===== src/rtl/fsh_pkg.sv =====
package fsh_pkg;

    typedef enum logic [1:0] {
        ST_IDLE  = 2'd0,
        ST_XFER  = 2'd1,
        ST_PAUSE = 2'd2
    } link_state_t;

    typedef struct packed {
        logic rise;
        logic fall;
    } sck_evt_t;

endpackage


===== src/rtl/fsh_sync.sv =====
module fsh_sync #(
    parameter int               WIDTH   = 1,
    parameter int               STAGES  = 2,
    parameter logic [WIDTH-1:0] RST_VAL = '0
) (
    input  logic             clk,
    input  logic             rst_n,
    input  logic [WIDTH-1:0] d,
    output logic [WIDTH-1:0] q
);

    logic [STAGES-1:0][WIDTH-1:0] chain;

    always_ff @(posedge clk or negedge rst_n) begin
        if (!rst_n) begin
            chain <= {STAGES{RST_VAL}};
        end else begin
            chain[0] <= d;
            for (int s = 1; s < STAGES; s++) begin
                chain[s] <= chain[s-1];
            end
        end
    end

    assign q = chain[STAGES-1];

endmodule


===== src/rtl/fsh_ctrl.sv =====
module fsh_ctrl
    import fsh_pkg::*;
(
    input  logic        clk,
    input  logic        rst_n,
    input  logic        sck_s,
    input  logic        cs_n_s,
    input  logic        pause_n_s,
    output link_state_t state,
    output sck_evt_t    evt,
    output logic        start,
    output logic        clear,
    output logic        out_en
);

    link_state_t nxt;
    logic        sck_q;

    // state register
    always_ff @(posedge clk or negedge rst_n) begin
        if (!rst_n) begin
            state <= ST_IDLE;
            sck_q <= 1'b0;
        end else begin
            state <= nxt;
            sck_q <= sck_s;
        end
    end

    // transitions
    always_comb begin
        nxt = state;
        unique case (state)
            ST_IDLE:  if (!cs_n_s) nxt = ST_XFER;
            ST_XFER: begin
                if (cs_n_s)                      nxt = ST_IDLE;
                else if (!pause_n_s && !sck_s)   nxt = ST_PAUSE;
            end
            ST_PAUSE: begin
                if (cs_n_s)                      nxt = ST_IDLE;
                else if (pause_n_s && !sck_s)    nxt = ST_XFER;
            end
            default:  nxt = ST_IDLE;
        endcase
    end

    // outputs
    always_comb begin
        start    = 1'b0;
        clear    = cs_n_s;
        out_en   = 1'b0;
        evt      = '0;
        unique case (state)
            ST_IDLE:  start = !cs_n_s;
            ST_XFER: begin
                out_en   = 1'b1;
                evt.rise = !cs_n_s &&  sck_s && !sck_q;
                evt.fall = !cs_n_s && !sck_s &&  sck_q;
            end
            ST_PAUSE: out_en = 1'b0;
            default:  out_en = 1'b0;
        endcase
    end

    AST_PAUSE_ENTRY_LOW: assert property (@(posedge clk) disable iff (!rst_n)
        (state == ST_PAUSE && $past(state) == ST_XFER) |-> !$past(sck_s));

    AST_PAUSE_EXIT_LOW: assert property (@(posedge clk) disable iff (!rst_n)
        (state == ST_XFER && $past(state) == ST_PAUSE) |-> !$past(sck_s));

    AST_PAUSE_DESELECT: assert property (@(posedge clk) disable iff (!rst_n)
        (state == ST_PAUSE && cs_n_s) |=> state == ST_IDLE);

endmodule


===== src/rtl/fsh_rx.sv =====
module fsh_rx #(
    parameter int BYTE_W = 8
) (
    input  logic                      clk,
    input  logic                      rst_n,
    input  logic                      clear,
    input  logic                      rise,
    input  logic                      din,
    output logic [BYTE_W-1:0]         rx_data,
    output logic                      rx_valid,
    output logic                      byte_done,
    output logic [$clog2(BYTE_W)-1:0] bit_cnt
);

    localparam int                CNT_W = $clog2(BYTE_W);
    localparam logic [CNT_W-1:0]  LAST  = CNT_W'(BYTE_W - 1);

    logic [BYTE_W-2:0] shreg;

    assign byte_done = rise && (bit_cnt == LAST);

    always_ff @(posedge clk or negedge rst_n) begin
        if (!rst_n) begin
            shreg    <= '0;
            bit_cnt  <= '0;
            rx_data  <= '0;
            rx_valid <= 1'b0;
        end else begin
            rx_valid <= 1'b0;
            if (clear) begin
                bit_cnt <= '0;
            end else if (rise) begin
                shreg <= {shreg[BYTE_W-3:0], din};
                if (bit_cnt == LAST) begin
                    rx_data  <= {shreg, din};
                    rx_valid <= 1'b1;
                    bit_cnt  <= '0;
                end else begin
                    bit_cnt <= bit_cnt + 1'b1;
                end
            end
        end
    end

    AST_VALID_PULSE: assert property (@(posedge clk) disable iff (!rst_n)
        rx_valid |=> !rx_valid);

endmodule


===== src/rtl/fsh_tx.sv =====
module fsh_tx #(
    parameter int BYTE_W = 8
) (
    input  logic              clk,
    input  logic              rst_n,
    input  logic              start,
    input  logic              clear,
    input  logic              rise,
    input  logic              fall,
    input  logic              byte_done,
    input  logic [BYTE_W-1:0] load_data,
    output logic              dout
);

    logic [BYTE_W-1:0] sh;
    logic              shift_pend;
    logic              load_pend;

    always_ff @(posedge clk or negedge rst_n) begin
        if (!rst_n) begin
            sh         <= '0;
            shift_pend <= 1'b0;
            load_pend  <= 1'b0;
        end else if (start) begin
            sh         <= load_data;
            shift_pend <= 1'b0;
            load_pend  <= 1'b0;
        end else if (clear) begin
            shift_pend <= 1'b0;
            load_pend  <= 1'b0;
        end else begin
            if (rise) begin
                if (byte_done) load_pend  <= 1'b1;
                else           shift_pend <= 1'b1;
            end
            if (fall) begin
                if (load_pend) begin
                    sh        <= load_data;
                    load_pend <= 1'b0;
                end else if (shift_pend) begin
                    sh         <= {sh[BYTE_W-2:0], 1'b0};
                    shift_pend <= 1'b0;
                end
            end
        end
    end

    assign dout = sh[BYTE_W-1];

    AST_ONE_PENDING: assert property (@(posedge clk) disable iff (!rst_n)
        !(shift_pend && load_pend));

endmodule


===== src/rtl/fsh_slave_if.sv =====
module fsh_slave_if
    import fsh_pkg::*;
#(
    parameter int BYTE_W      = 8,
    parameter int SYNC_STAGES = 2
) (
    input  logic              clk,
    input  logic              rst_n,
    input  logic              spi_sck,
    input  logic              spi_cs_n,
    input  logic              spi_mosi,
    input  logic              spi_pause_n,
    input  logic [BYTE_W-1:0] tx_data,
    output logic              spi_miso,
    output logic              spi_miso_oe,
    output logic [BYTE_W-1:0] rx_data,
    output logic              rx_valid
);

    localparam int CNT_W = $clog2(BYTE_W);

    logic [3:0]       sync_q;
    logic             sck_s, cs_n_s, mosi_s, pause_n_s;
    link_state_t      state;
    sck_evt_t         evt;
    logic             start, clear, out_en, byte_done;
    logic [CNT_W-1:0] bit_cnt;
    logic             tx_bit;

    fsh_sync #(
        .WIDTH   (4),
        .STAGES  (SYNC_STAGES),
        .RST_VAL (4'b1100)
    ) u_sync (
        .clk   (clk),
        .rst_n (rst_n),
        .d     ({spi_pause_n, spi_cs_n, spi_mosi, spi_sck}),
        .q     (sync_q)
    );

    assign {pause_n_s, cs_n_s, mosi_s, sck_s} = sync_q;

    fsh_ctrl u_ctrl (
        .clk       (clk),
        .rst_n     (rst_n),
        .sck_s     (sck_s),
        .cs_n_s    (cs_n_s),
        .pause_n_s (pause_n_s),
        .state     (state),
        .evt       (evt),
        .start     (start),
        .clear     (clear),
        .out_en    (out_en)
    );

    fsh_rx #(.BYTE_W(BYTE_W)) u_rx (
        .clk       (clk),
        .rst_n     (rst_n),
        .clear     (clear),
        .rise      (evt.rise),
        .din       (mosi_s),
        .rx_data   (rx_data),
        .rx_valid  (rx_valid),
        .byte_done (byte_done),
        .bit_cnt   (bit_cnt)
    );

    fsh_tx #(.BYTE_W(BYTE_W)) u_tx (
        .clk       (clk),
        .rst_n     (rst_n),
        .start     (start),
        .clear     (clear),
        .rise      (evt.rise),
        .fall      (evt.fall),
        .byte_done (byte_done),
        .load_data (tx_data),
        .dout      (tx_bit)
    );

    assign spi_miso    = tx_bit;
    assign spi_miso_oe = out_en;

    AST_RESET_QUIET: assert property (@(posedge clk)
        !rst_n |-> (!spi_miso_oe && !rx_valid));

    AST_DESELECT_RELEASE: assert property (@(posedge clk) disable iff (!rst_n)
        (cs_n_s && $past(cs_n_s)) |-> !spi_miso_oe);

    AST_IDLE_CNT_ZERO: assert property (@(posedge clk) disable iff (!rst_n)
        (state == ST_IDLE && $past(state) == ST_IDLE) |-> bit_cnt == '0);

    AST_VALID_IN_XFER: assert property (@(posedge clk) disable iff (!rst_n)
        rx_valid |-> $past(state) == ST_XFER);

    AST_MISO_AFTER_FALL: assert property (@(posedge clk) disable iff (!rst_n)
        (spi_miso_oe && $past(spi_miso_oe) && !$past(evt.fall)) |-> $stable(spi_miso));

    AST_PAUSE_FREEZE: assert property (@(posedge clk) disable iff (!rst_n)
        (state == ST_PAUSE && $past(state) == ST_PAUSE) |-> $stable(bit_cnt));

endmodule


===== config.mk =====
export PLATFORM = sky130hd
export DESIGN_NAME = fsh_slave_if
export DESIGN_NICKNAME = d
export VERILOG_FILES = /design/src/rtl/fsh_pkg.sv /design/src/rtl/fsh_sync.sv /design/src/rtl/fsh_ctrl.sv /design/src/rtl/fsh_rx.sv /design/src/rtl/fsh_tx.sv /design/src/rtl/fsh_slave_if.sv
export SDC_FILE = /design/constraint.sdc
export NUM_CORES = 1
export LEC_CHECK = 0
export ABC_AREA = 1
export BUFFER_PORTS_ARGS = -buffer_cell sky130_fd_sc_hd__buf_4
export CAP_MARGIN = 20
export CORE_ASPECT_RATIO = 1.5
export CORE_MARGIN = 1
export CORE_UTILIZATION = 45
export DETAILED_ROUTE_END_ITERATION = 8
export PLACE_DENSITY = 0.67
export SLEW_MARGIN = 10
export SYNTH_ARGS = -nofsm -noshare
export SYNTH_HDL_FRONTEND = slang
export SYNTH_HIERARCHICAL = 1
export SYNTH_SLANG_ARGS = --single-unit

===== constraint.sdc =====
create_clock -name clk -period 3.05 [get_ports clk]
set_input_delay 0.4575 -clock clk [delete_from_list [all_inputs] [get_ports clk]]
set_output_delay 0.4575 -clock clk [all_outputs]
set_load 0.01 [all_outputs]

Word-level counts from Yosys, hierarchy flattened
Index checks and enable logic that the tools add are counted.
Widths: inputs -> output; s select.
- reductions and logical operators: 19
- muxes and demuxes: 33
- eq/ne operators: 7
- bitwise logic cells: 1
- add/subtract/negate cells: 1
- operator list (cell ; number):
    $mux 8 ; 5
    $mux 1 ; 18
    $mux 2 ; 6
    $mux 3 ; 3
    $reduce_and 3->1 ; 3
    $logic_and 1x1->1 ; 7
    $ne 3x2->1 const B ; 2
    $pmux 2 s3 ; 1
    $logic_not 1->1 ; 4
    $ne 2x2->1 const B ; 2
    $reduce_bool 2->1 ; 2
    $add 3x1->3 const B ; 1
    $eq 3x3->1 const B ; 1
    $reduce_bool 3->1 ; 1
    $eq 2x1->1 const B ; 1
    $eq 2x2->1 const B ; 1
    $logic_not 2->1 ; 1
    $reduce_and 2->1 ; 1
    $not 1->1 ; 1
- word-level logic and storage cells: 72
- flip-flop bits (word level): 40
- output and inout port bits: 11

Logic depth before layout (Yosys ltp)
Gate-level depths: netlist (run 1).
- depth after elaboration: 12
- mapped depth: 10
- mapped depth without buffers: 10

Modules after synthesis
Netlist (run 1), hierarchy kept.
- modules (own cells, without submodules) (module ; instances ; cells each ; area each (sq um) ; sequential area each (sq um)):
    fsh_rx ; 1 ; 86 ; 802.0 ; 475.5
    fsh_tx ; 1 ; 74 ; 578.1 ; 250.2
    fsh_sync ; 1 ; 12 ; 235.2 ; 205.2
    fsh_ctrl ; 1 ; 25 ; 195.2 ; 75.1

Worst setup path after synthesis (run 1)
No wires, ideal clock.
- path type: register to register
- start: reg u_ctrl.state[1]
- end: reg u_tx.shift_pend
- setup time: 0.119 ns
- arrival: 1.503 ns
- buffers on the path: 1
- path slack: 1.428 ns
- required time: 2.931 ns
- stages on the path, launching flop included: 10
- period minus slack after synthesis: 1.622 ns
- cell sequence: dfrtp_1 > nor2_4 > nand2_2 > nor3_2 > buf_6 > nand2_1 > inv_1 > inv_1 > a21oi_1 > nor3_1
- RTL lines (what ; line ; source):
    start: declaration ; fsh_ctrl.sv:9 ; output link_state_t state,
    start signal: assignment ; fsh_ctrl.sv:25 ; state <= nxt;
    end signal: assignment ; fsh_tx.sv:22 ; shift_pend <= 1'b0;
    end signal: assignment ; fsh_tx.sv:26 ; shift_pend <= 1'b0;
    end signal: assignment ; fsh_tx.sv:29 ; shift_pend <= 1'b0;
    end: declaration ; fsh_tx.sv:16 ; logic shift_pend;

==> results of run 1 <==
-- synthesized netlist by cell type, drive strengths merged --
cell and count:
nand2 89, dfrtp 36, inv 12, nand3 11, nor2 10, buf 9
nand4 9, o21ai 8, dfstp 4, nor3 3, a21oi 2, ha 2
nor3b 1, o21bai 1
-- critical path, stage by stage, from the launching register on --
cell and delay [ns]:
dfstp_2 0.61, inv_1 0.10, nand2_2 0.11, nor3_2 0.04
buf_4 0.19, nand2_1 0.07, inv_1 0.05, a21oi_1 0.17
nor3b_2 0.06
-- worst paths after layout --
kind,startpoint,endpoint,cells past startpoint
max,u_sync/q[2],u_tx/load_pend,8
max in group asynchronous,rst_n,u_sync/chain[2],1
min reg2reg,u_sync/chain[0],u_sync/q[0],0
min in group clk,spi_mosi,u_sync/chain[1],1
min,rst_n,u_sync/q[0],1
max reg2reg,u_sync/q[2],u_tx/load_pend,8
-- per-stage QoR --
| step | hold WS (ns) | instances | setup slack [ns] |
|---|---|---|---|
| final | 0.124 | 265 | 1.52 |
| after global routing | 0.162 | 265 | 1.40 |
| after CTS | 0.136 | 265 | 1.51 |
| after detailed placement | 0.339 | 257 | 1.54 |
| after global placement | 0.334 | 257 | 1.56 |
| after floorplan | 0.162 | 197 | 1.43 |
-- cell usage in the layout, fill, tap and decap left out, types with 3 or more instances in the layout --
cell type,synthesis,final
nand2_1,84,84
dfrtp_1,36,36
buf_4,5,26
nand3_1,10,10
nand4_1,9,9
o21ai_0,8,8
inv_1,6,6
nor2_1,6,6
clkbuf_8,0,5
dfstp_2,4,4
inv_2,3,3
nand2_4,3,3
-- sequential cells by signal, indices dropped and copies added (netlist names), 2 cells and up --
signal        count
u_sync/q          4
u_rx/shreg        7
u_rx/bit_cnt      3
u_sync/chain      4
u_rx/rx_data      8
u_ctrl/state      2
u_tx/sh           8
-- logic make-up after synthesis --
family          after synthesis  share of synthesized area (%)
buf+inv                      21                           7.39
flops                        40                           55.6
compound gates               11                           3.39
simple gates                123                           32.3
fa+ha+maj                     2                           1.38
-- metal layers --
metal	wire length, microns	track usage, %	share of wire (%)
met1	1340	19.5	43
met2	1590	29.0	52
met3	126	5.71	4.1
met4	28	7.11	0.91
met5	0	0	0
-- report_power, final --
group / switching, W / internal [W]
Clock: 0.000185 / 0.000242
Combinational: 0.000177 / 0.000125
Sequential: 0.0000548 / 0.000612
Total: 0.000417 / 0.000980
-- final cells by class --
cell class | count | share of cell area, %
clock buffer | 5 | 3.29
clock inverter | 3 | 2.03
inverter | 12 | 2.75
multi-input combinational | 136 | 32.0
sequential | 40 | 48.0
tap | 43 | 2.57
timing repair buffer | 26 | 9.32
==> impl_metrics.toml, run 1 <==
[global_routing]
grt_antenna_before_repair = 0
grt_pass1_wl_microns = 5290
global_route.usage.total_pct = 17.4
gr-total-overflow = 0
grt_max_degree = 41
via_count_of_the_first_global_routing_pass = 1209

[setup_path]
cp.required_ns = 3.23
data_arrival_time_of_the_critical_path_ns = 1.70
crit_path_end_kind = "flop"
start_kind = "flop"
criticalPathCategory = "reg -> reg"
timing.reg2reg.setup_slack_ns = 1.52
timing.critical_path.fanout_max = 14

[synth]
synthDominantCellAreaShare_pct = 49.8
sequential_area_share_after_synthesis_pct = 55.6
yosysWarningCount = 6
synth.top_cells.by_area = "dfrtp_1 50%, nand2_1 17%, dfstp_2 5.8%"
synth.cell_area_sq_um = 1810
mean_area_per_synthesized_cell_sq_um = 9.19
synth.lib_cells_used.distinct = 26
post-synth-top-area-cell = "dfrtp_1"
mappedNetlistNets = 213
cell_count_after_synthesis = 197
synth.ff_latch_count = 40

[final_layout]
fraction_of_layout_cells_with_a_size_suffix_above_1_pct = 25.7
design_area_sq_um = 2090
n_antenna_cell = 0
multi_input_area_sq_um = 671
fill_cells = 347
layout.nets = 237
post-route-util_pct = 55.9
register_area_sq_um = 1010
area_growth_syn_to_layout_pct = 15.7

[clocking]
cts.htree.levels = 2
insertion_delay_ns = 0.29
cts_hold_buffers = 0
cts_tree = "done"
cts_buffer_depth = 2
clockRootBuffer = "clkbuf_8"
post-cts-setup-buffer-count = 0
clkTransAtPathRegs_ns = 0.08
cts-buffers-inserted = 5
post_cts_resize_count = 0
cts_num_sinks = 40

[floorplanning]
row_count = 27
die-height_microns = 79.7
initial_core_utilization_pct = 48.3
fp.dieArea_sq_um = 4290
top_level_ports = 25
die-width_microns = 53.8
core_region_area_sq_um = 3750

[timing]
timing_worst_slew_pin_value_ns = 0.488
setup_violations = 0
maxClockFrequency_mhz = 655
clock_skew_ns = 0.00428
setup_tns_ns = 0
layout_worst_path_cycle_share_pct = 50.1
worst_slew_margin_rel_pct = 67.4
timing.final.max_slew_violations = 0
timing_hold_violations_final = 0
period_needed_ns = 1.53
rsz_0062_raised_after_global_routing = "false"

[routing]
detailedRoute.firstPassIterationCount = 4
totalWireLength_microns = 3090
ant_nets = 0
iteration_0_drc_markers = 31
routedWlPerCell_microns = 11.6
via_count = 1295
number_of_design_rule_violations_left_after_detail_routing = 0
detail_route.vias_per_cell = 4.89

[placed_design]
gp_congestion = 0.799
placed_cell_area_sq_um = 1980
port_buffers = 24
dpl.hpwl_microns = 2180

[run]
number_of_max_capacitance_violations_reported = 0

[power_and_ir_drop]
static-leakage-power_nw = 1.17
power.total_w = 0.00140
p_per_area_nw_per_um2 = 667
power.ir.vdd_worst_uv = 442

[outcome]
status = "finished, final reports clean"

[worst_hold_path]
timing.hold.worst.class = "in -> async"
No activity file was read; power rests on OpenSTA's default activity.
==> run 2, diff against run 1 <==
clock period = 1.6 ns   (was 3.05 ns; I/O delays follow)
==> run 2 against run 1 <==
Against the previous run: sequential share of layout area fell by 0.54 points; critical path type unchanged; sequential power rose by 89%; first-iteration DRC count rose by 3.2%; final cell count rose by 1.1%; combinational power rose by 100%.
==> impl_metrics.toml, run 2 (synthesis results as in run 1) <==
[outcome]
status = "finished, final reports clean"

[global_routing]
grt_pass1_wl_microns = 5220
gr-total-overflow = 0
grt_antenna_before_repair = 0
global_route.usage.total_pct = 17.0
via_count_of_the_first_global_routing_pass = 1199
grt_max_degree = 41

[clocking]
clockRootBuffer = "clkbuf_8"
cts.htree.levels = 2
cts_tree = "done"
clkTransAtPathRegs_ns = 0.08
cts_num_sinks = 40
cts_buffer_depth = 2
insertion_delay_ns = 0.29
cts-buffers-inserted = 5

[placed_design]
dpl.hpwl_microns = 2240
placed_cells_incl_taps = 258
placed_cell_area_sq_um = 2000
port_buffers = 24
gp_congestion = 0.760
place_worst_setup_slack_ns = 0.134

[floorplanning]
initial_core_utilization_pct = 48.3
core_region_area_sq_um = 3750
die-width_microns = 53.8
top_level_ports = 25
row_count = 27
die-height_microns = 79.7
fp.dieArea_sq_um = 4290

[power_and_ir_drop]
static-leakage-power_nw = 1.17
p_per_area_nw_per_um2 = 1210
p_comb_share_pct = 24.0
power.net_switching_w = 0.000792
share_seq_of_total_power_pct = 49.1
power.ir.vdd_worst_uv = 787
switching_power_share_of_the_total_pct = 30.8
power.internal_w = 0.00178
share_clk_of_total_power_pct = 26.9

[final_layout]
commonest_non_fill_non_tap_cells_in_the_layout = "84 x nand2_1, 36 x dfrtp_1, 27 x buf_4"
fraction_of_layout_cells_with_a_size_suffix_above_1_pct = 26.7
fill_cells = 355
largestRegisters = "u_rx/rx_data: 8 flops, u_tx/sh: 8 flops, u_rx/shreg: 7 flops"
design_area_sq_um = 2120
register_area_sq_um = 1010
n_antenna_cell = 0
most_common_cell_after_layout_fill_and_taps_aside = "nand2_1"
final_instance_count_without_filler_cells = 268
multi_input_area_sq_um = 679
area_growth_syn_to_layout_pct = 17.0
layout.nets = 240

[setup_path]
timing.critical_path.fanout_max = 9
crit_top_cell = "nand2_1"
crit_path_end_kind = "flop"
data_arrival_time_of_the_critical_path_ns = 1.64
worst_r2r_path_depth = 9
timing.reg2reg.setup_slack_ns = 0.14
critical-path-max-stage-delay_ns = 0.53
cpMaxStageDelayCell = "dfstp_2"
path_cells = "inv_1 -> nand2_2 -> nor2_1 -> nand2_1 -> nand2_1 -> nand2_4 -> nand2_4 -> nand2_1 -> nand2_1"
regToRegEndpoint = "u_tx/sh[3]"
cp.required_ns = 1.78
crit-reg2reg-launch = "u_sync/q[2]"
start_kind = "flop"
criticalPathCategory = "reg -> reg"

[timing]
setup_violations = 0
maxClockFrequency_mhz = 687
timing_worst_slew_pin_value_ns = 0.502
rsz_0062_raised_after_global_routing = "false"
period_needed_ns = 1.46
layout_worst_path_cycle_share_pct = 91.0
clock_skew_ns = 0.00595
timing_hold_violations_final = 0
setup_tns_ns = 0
worst_slew_margin_rel_pct = 66.5
timing.final.max_slew_violations = 0
final_critical_path_setup_slack_ns = 0.144

[routing]
detailedRoute.firstPassIterationCount = 4
via_count = 1311
iteration_0_drc_markers = 32
totalWireLength_microns = 3110
detail_route.vias_per_cell = 4.89
number_of_design_rule_violations_left_after_detail_routing = 0
routedWlPerCell_microns = 11.6
ant_nets = 0

[worst_hold_path]
worstHoldStart = "spi_mosi"
min_to = "u_sync/chain[1]"
min_delay_path_depth = 1
timing.hold.worst.class = "in -> reg"

[run]
number_of_max_capacitance_violations_reported = 0
run 2: worst max path at each step:
stage | from | end | slack (ns) | cells past startpoint
after floorplan | u_ctrl/state[1] | u_tx/shift_pend | 0.09 | 9
after global placement | u_ctrl/state[0] | u_rx/shreg[3] | 0.15 | 9
after detailed placement | u_ctrl/state[0] | u_rx/rx_data[3] | 0.13 | 8
after CTS | u_ctrl/state[0] | u_rx/rx_data[3] | 0.10 | 8
after global routing | u_sync/q[2] | u_tx/sh[5] | 0.02 | 9
final | u_sync/q[2] | u_tx/sh[3] | 0.14 | 9
run 2: per-layer routing:
metal	share of wire [%]	global-route usage (%)	up-vias
met5	0	0	-
li1	-	-	676
met1	43	19.3	602
met4	2.8	8.68	0
met2	50	28.4	25
met3	3.8	4.00	8
run 2: metrics by stage:
stage	utilization (%)	hold WS [ns]	total power, W
detailed placement	53.3	0.243	0.00188
floorplan	-	-0.0556	0.00171
CTS	56.1	0.0396	0.00258
global route	56.5	0.0342	0.00274
global placement	53.3	0.241	0.00187
finish	56.5	0.0509	0.00257
run 2: critical path: cells and delay by family (launching register included):
family        cells  cell delay, ns
simple gates      8            0.75
flops             1            0.53
buf+inv           1            0.07
run 2: power by group through the flow:
stage	sequential (W)	clock (W)	combinational, W
after CTS	0.00126	0.000720	0.000601
after global routing	0.00128	0.000756	0.000705
after floorplan	0.00127	0	0.000448
final	0.00126	0.000690	0.000615
after global placement	0.00128	0	0.000586
after detailed placement	0.00128	0	0.000598
run 2: area by class of cell:
| cell class | count | area share (%) |
|---|---|---|
| timing repair buffer | 29 | 10.6 |
| clock inverter | 2 | 0.709 |
| multi-input combinational | 136 | 32.1 |
| sequential | 40 | 47.5 |
| clock buffer | 6 | 3.90 |
| tap | 43 | 2.54 |
| inverter | 12 | 2.72 |
run 2: what timing repair did:
item	CTS	global route
gates resized for setup	0	2
setup buffers	0	1
endpoints found under the hold margin	36	0
hold buffers	1	0
endpoints found under the setup margin	0	21
==> run 3, diff against run 2 <==
clock period = 1.4 ns   (was 1.6 ns; I/O delays follow)
==> run 3 against run 2 <==
Against the previous run: register-to-register slack lost 0.14 ns; global-route usage grew 1.2 points; largest power group unchanged; flip-flop and latch count is the same; clock-buffer cell count grew 1; first-iteration DRC count shrank 31%; clock power grew 2%; final cell count grew 7.8%; critical path type unchanged; combinational power grew 53%; die area is the same; hold slack lost 0.024 ns; largest cell class unchanged; fmax grew 4.2%.
==> impl_metrics.toml, run 3 (synthesis results as in run 1) <==
[final_layout]
largestRegisters = "u_rx/rx_data: 8 flops, u_tx/sh: 8 flops, u_rx/shreg: 7 flops"
fill_cells = 321
fraction_of_layout_cells_with_a_size_suffix_above_1_pct = 38.2
area_growth_syn_to_layout_pct = 29.6
n_antenna_cell = 0
layout.nets = 261
most_common_cell_after_layout_fill_and_taps_aside = "nand2_1"
commonest_non_fill_non_tap_cells_in_the_layout = "76 x nand2_1, 42 x buf_4, 36 x dfrtp_1"

[power_and_ir_drop]
power.net_switching_w = 0.000960
switching_power_share_of_the_total_pct = 31.0
static-leakage-power_nw = 1.30
share_seq_of_total_power_pct = 46.8
share_clk_of_total_power_pct = 22.8
p_per_area_nw_per_um2 = 1320
power.ir.vdd_worst_uv = 787
power.internal_w = 0.00214
p_comb_share_pct = 30.4

[placed_design]
port_buffers = 24
gp_congestion = 0.777
dpl.hpwl_microns = 2320

[routing]
detailedRoute.firstPassIterationCount = 4
ant_nets = 0
detail_route.vias_per_cell = 5.07
totalWireLength_microns = 3420
via_count = 1464
iteration_0_drc_markers = 22
number_of_design_rule_violations_left_after_detail_routing = 0
routedWlPerCell_microns = 11.8

[timing]
timing_worst_slew_pin_value_ns = 0.484
maxClockFrequency_mhz = 715
worst_slew_margin_rel_pct = 67.7
period_needed_ns = 1.40
timing.final.max_slew_violations = 0
timing_hold_violations_final = 0
setup_tns_ns = 0
clock_skew_ns = 0.0132
setup_violations = 0
rsz_0062_raised_after_global_routing = "true"
layout_worst_path_cycle_share_pct = 99.9
final.hold.worst_slack_ns = 0.0271

[floorplanning]
initial_core_utilization_pct = 48.3
core_region_area_sq_um = 3750
fp.dieArea_sq_um = 4290
die-height_microns = 79.7
die-width_microns = 53.8
top_level_ports = 25
row_count = 27

[clocking]
clockRootBuffer = "clkbuf_8"
cts_tree = "done"
cts_num_sinks = 40
clkTransAtPathRegs_ns = 0.07
cts.htree.levels = 2
insertion_delay_ns = 0.29
cts-buffers-inserted = 5
cts_buffer_depth = 2

[setup_path]
criticalPathCategory = "reg -> reg"
cp.required_ns = 1.58
crit_path_end_kind = "flop"
start_kind = "flop"
timing.critical_path.fanout_max = 7
worst_r2r_path_depth = 9
data_arrival_time_of_the_critical_path_ns = 1.57

[global_routing]
grt_pass1_wl_microns = 5600
gr-total-overflow = 0
via_count_of_the_first_global_routing_pass = 1365
grt_antenna_before_repair = 0
grt_max_degree = 41
global_route.usage.total_pct = 18.2

[outcome]
status = "finished, final reports clean"

[worst_hold_path]
timing.hold.worst.class = "in -> reg"
min_delay_path_depth = 1

[run]
number_of_max_capacitance_violations_reported = 0
run 3: layer usage:
| layer | part of all wire (%) | global-route usage, % | vias up | wire (microns) |
|---|---|---|---|---|
| met3 | 4.5 | 4.57 | 8 | 155 |
| li1 | - | - | 723 | - |
| met1 | 39 | 19.1 | 695 | 1340 |
| met4 | 2.3 | 8.16 | 0 | 79 |
| met5 | 0 | 0 | - | 0 |
| met2 | 54 | 32.2 | 38 | 1850 |
run 3: worst max-delay path: stages, from the launching register on:
cell and delay [ns]:
dfrtp_1 0.42, nor2_4 0.14, nand2_4 0.08, nor3_4 0.16, buf_12 0.15, nand2_4 0.04, inv_2 0.07, inv_2 0.04
a21oi_2 0.12, nor3_1 0.06
run 3: power by group through the flow:
stage          Sequential (W)  Clock (W)  Combinational (W)
2_1_floorplan         0.00145          0           0.000512
3_3_place_gp          0.00147          0           0.000752
3_5_place_dp          0.00147          0           0.000761
4_1_cts               0.00144   0.000731           0.000804
5_1_grt               0.00147   0.000780            0.00105
6_report              0.00145   0.000706           0.000940
run 3: path summary, 6_finish.rpt:
check / startpoint / endpoint / slack [ns]
setup / recovery: u_ctrl/state[1] / u_tx/shift_pend / 0.002
hold / removal: spi_cs_n / u_sync/chain[2] / 0.03
setup reg to reg: u_ctrl/state[1] / u_tx/shift_pend / 0.002
hold reg to reg: u_sync/chain[0] / u_sync/q[0] / 0.34
max in group asynchronous: rst_n / u_sync/chain[3] / 0.61
min in group asynchronous: rst_n / u_ctrl/state[0] / 0.42
run 3: what timing repair did:
action                                  CTS  global route
hold buffers                              1             0
cloned                                    0             3
endpoints found under the setup margin    1            26
pin swaps                                 0            11
endpoints found under the hold margin    36             0
buffers inserted                          2             5
gates resized for setup                   1            30
run 3: metrics by stage:
step           worst slack, ns  std cells  utilization, %  instance area [sq um]  total power (W)
6_report               0.00198        289            62.6                   2350          0.00310
5_1_grt                -0.0937        289            62.6                   2350          0.00330
4_1_cts                0.00918        281            58.9                   2210          0.00297
3_5_place_dp          -0.00869        270            56.0                   2100          0.00223
3_3_place_gp            0.0449        270            56.0                   2100          0.00222
2_1_floorplan           -0.111        197               -                   1820          0.00196
run 3: cell type report:
type	count	area [sq um]	area share, %
timing repair buffer	48	390	16.6
tap	43	53.8	2.29
sequential	40	1010	42.9
inverter	12	60.1	2.56
multi-input combinational	137	748	31.9
timing repair inverter	1	6.26	0.267
clock inverter	1	5.00	0.213
clock buffer	7	76.3	3.25
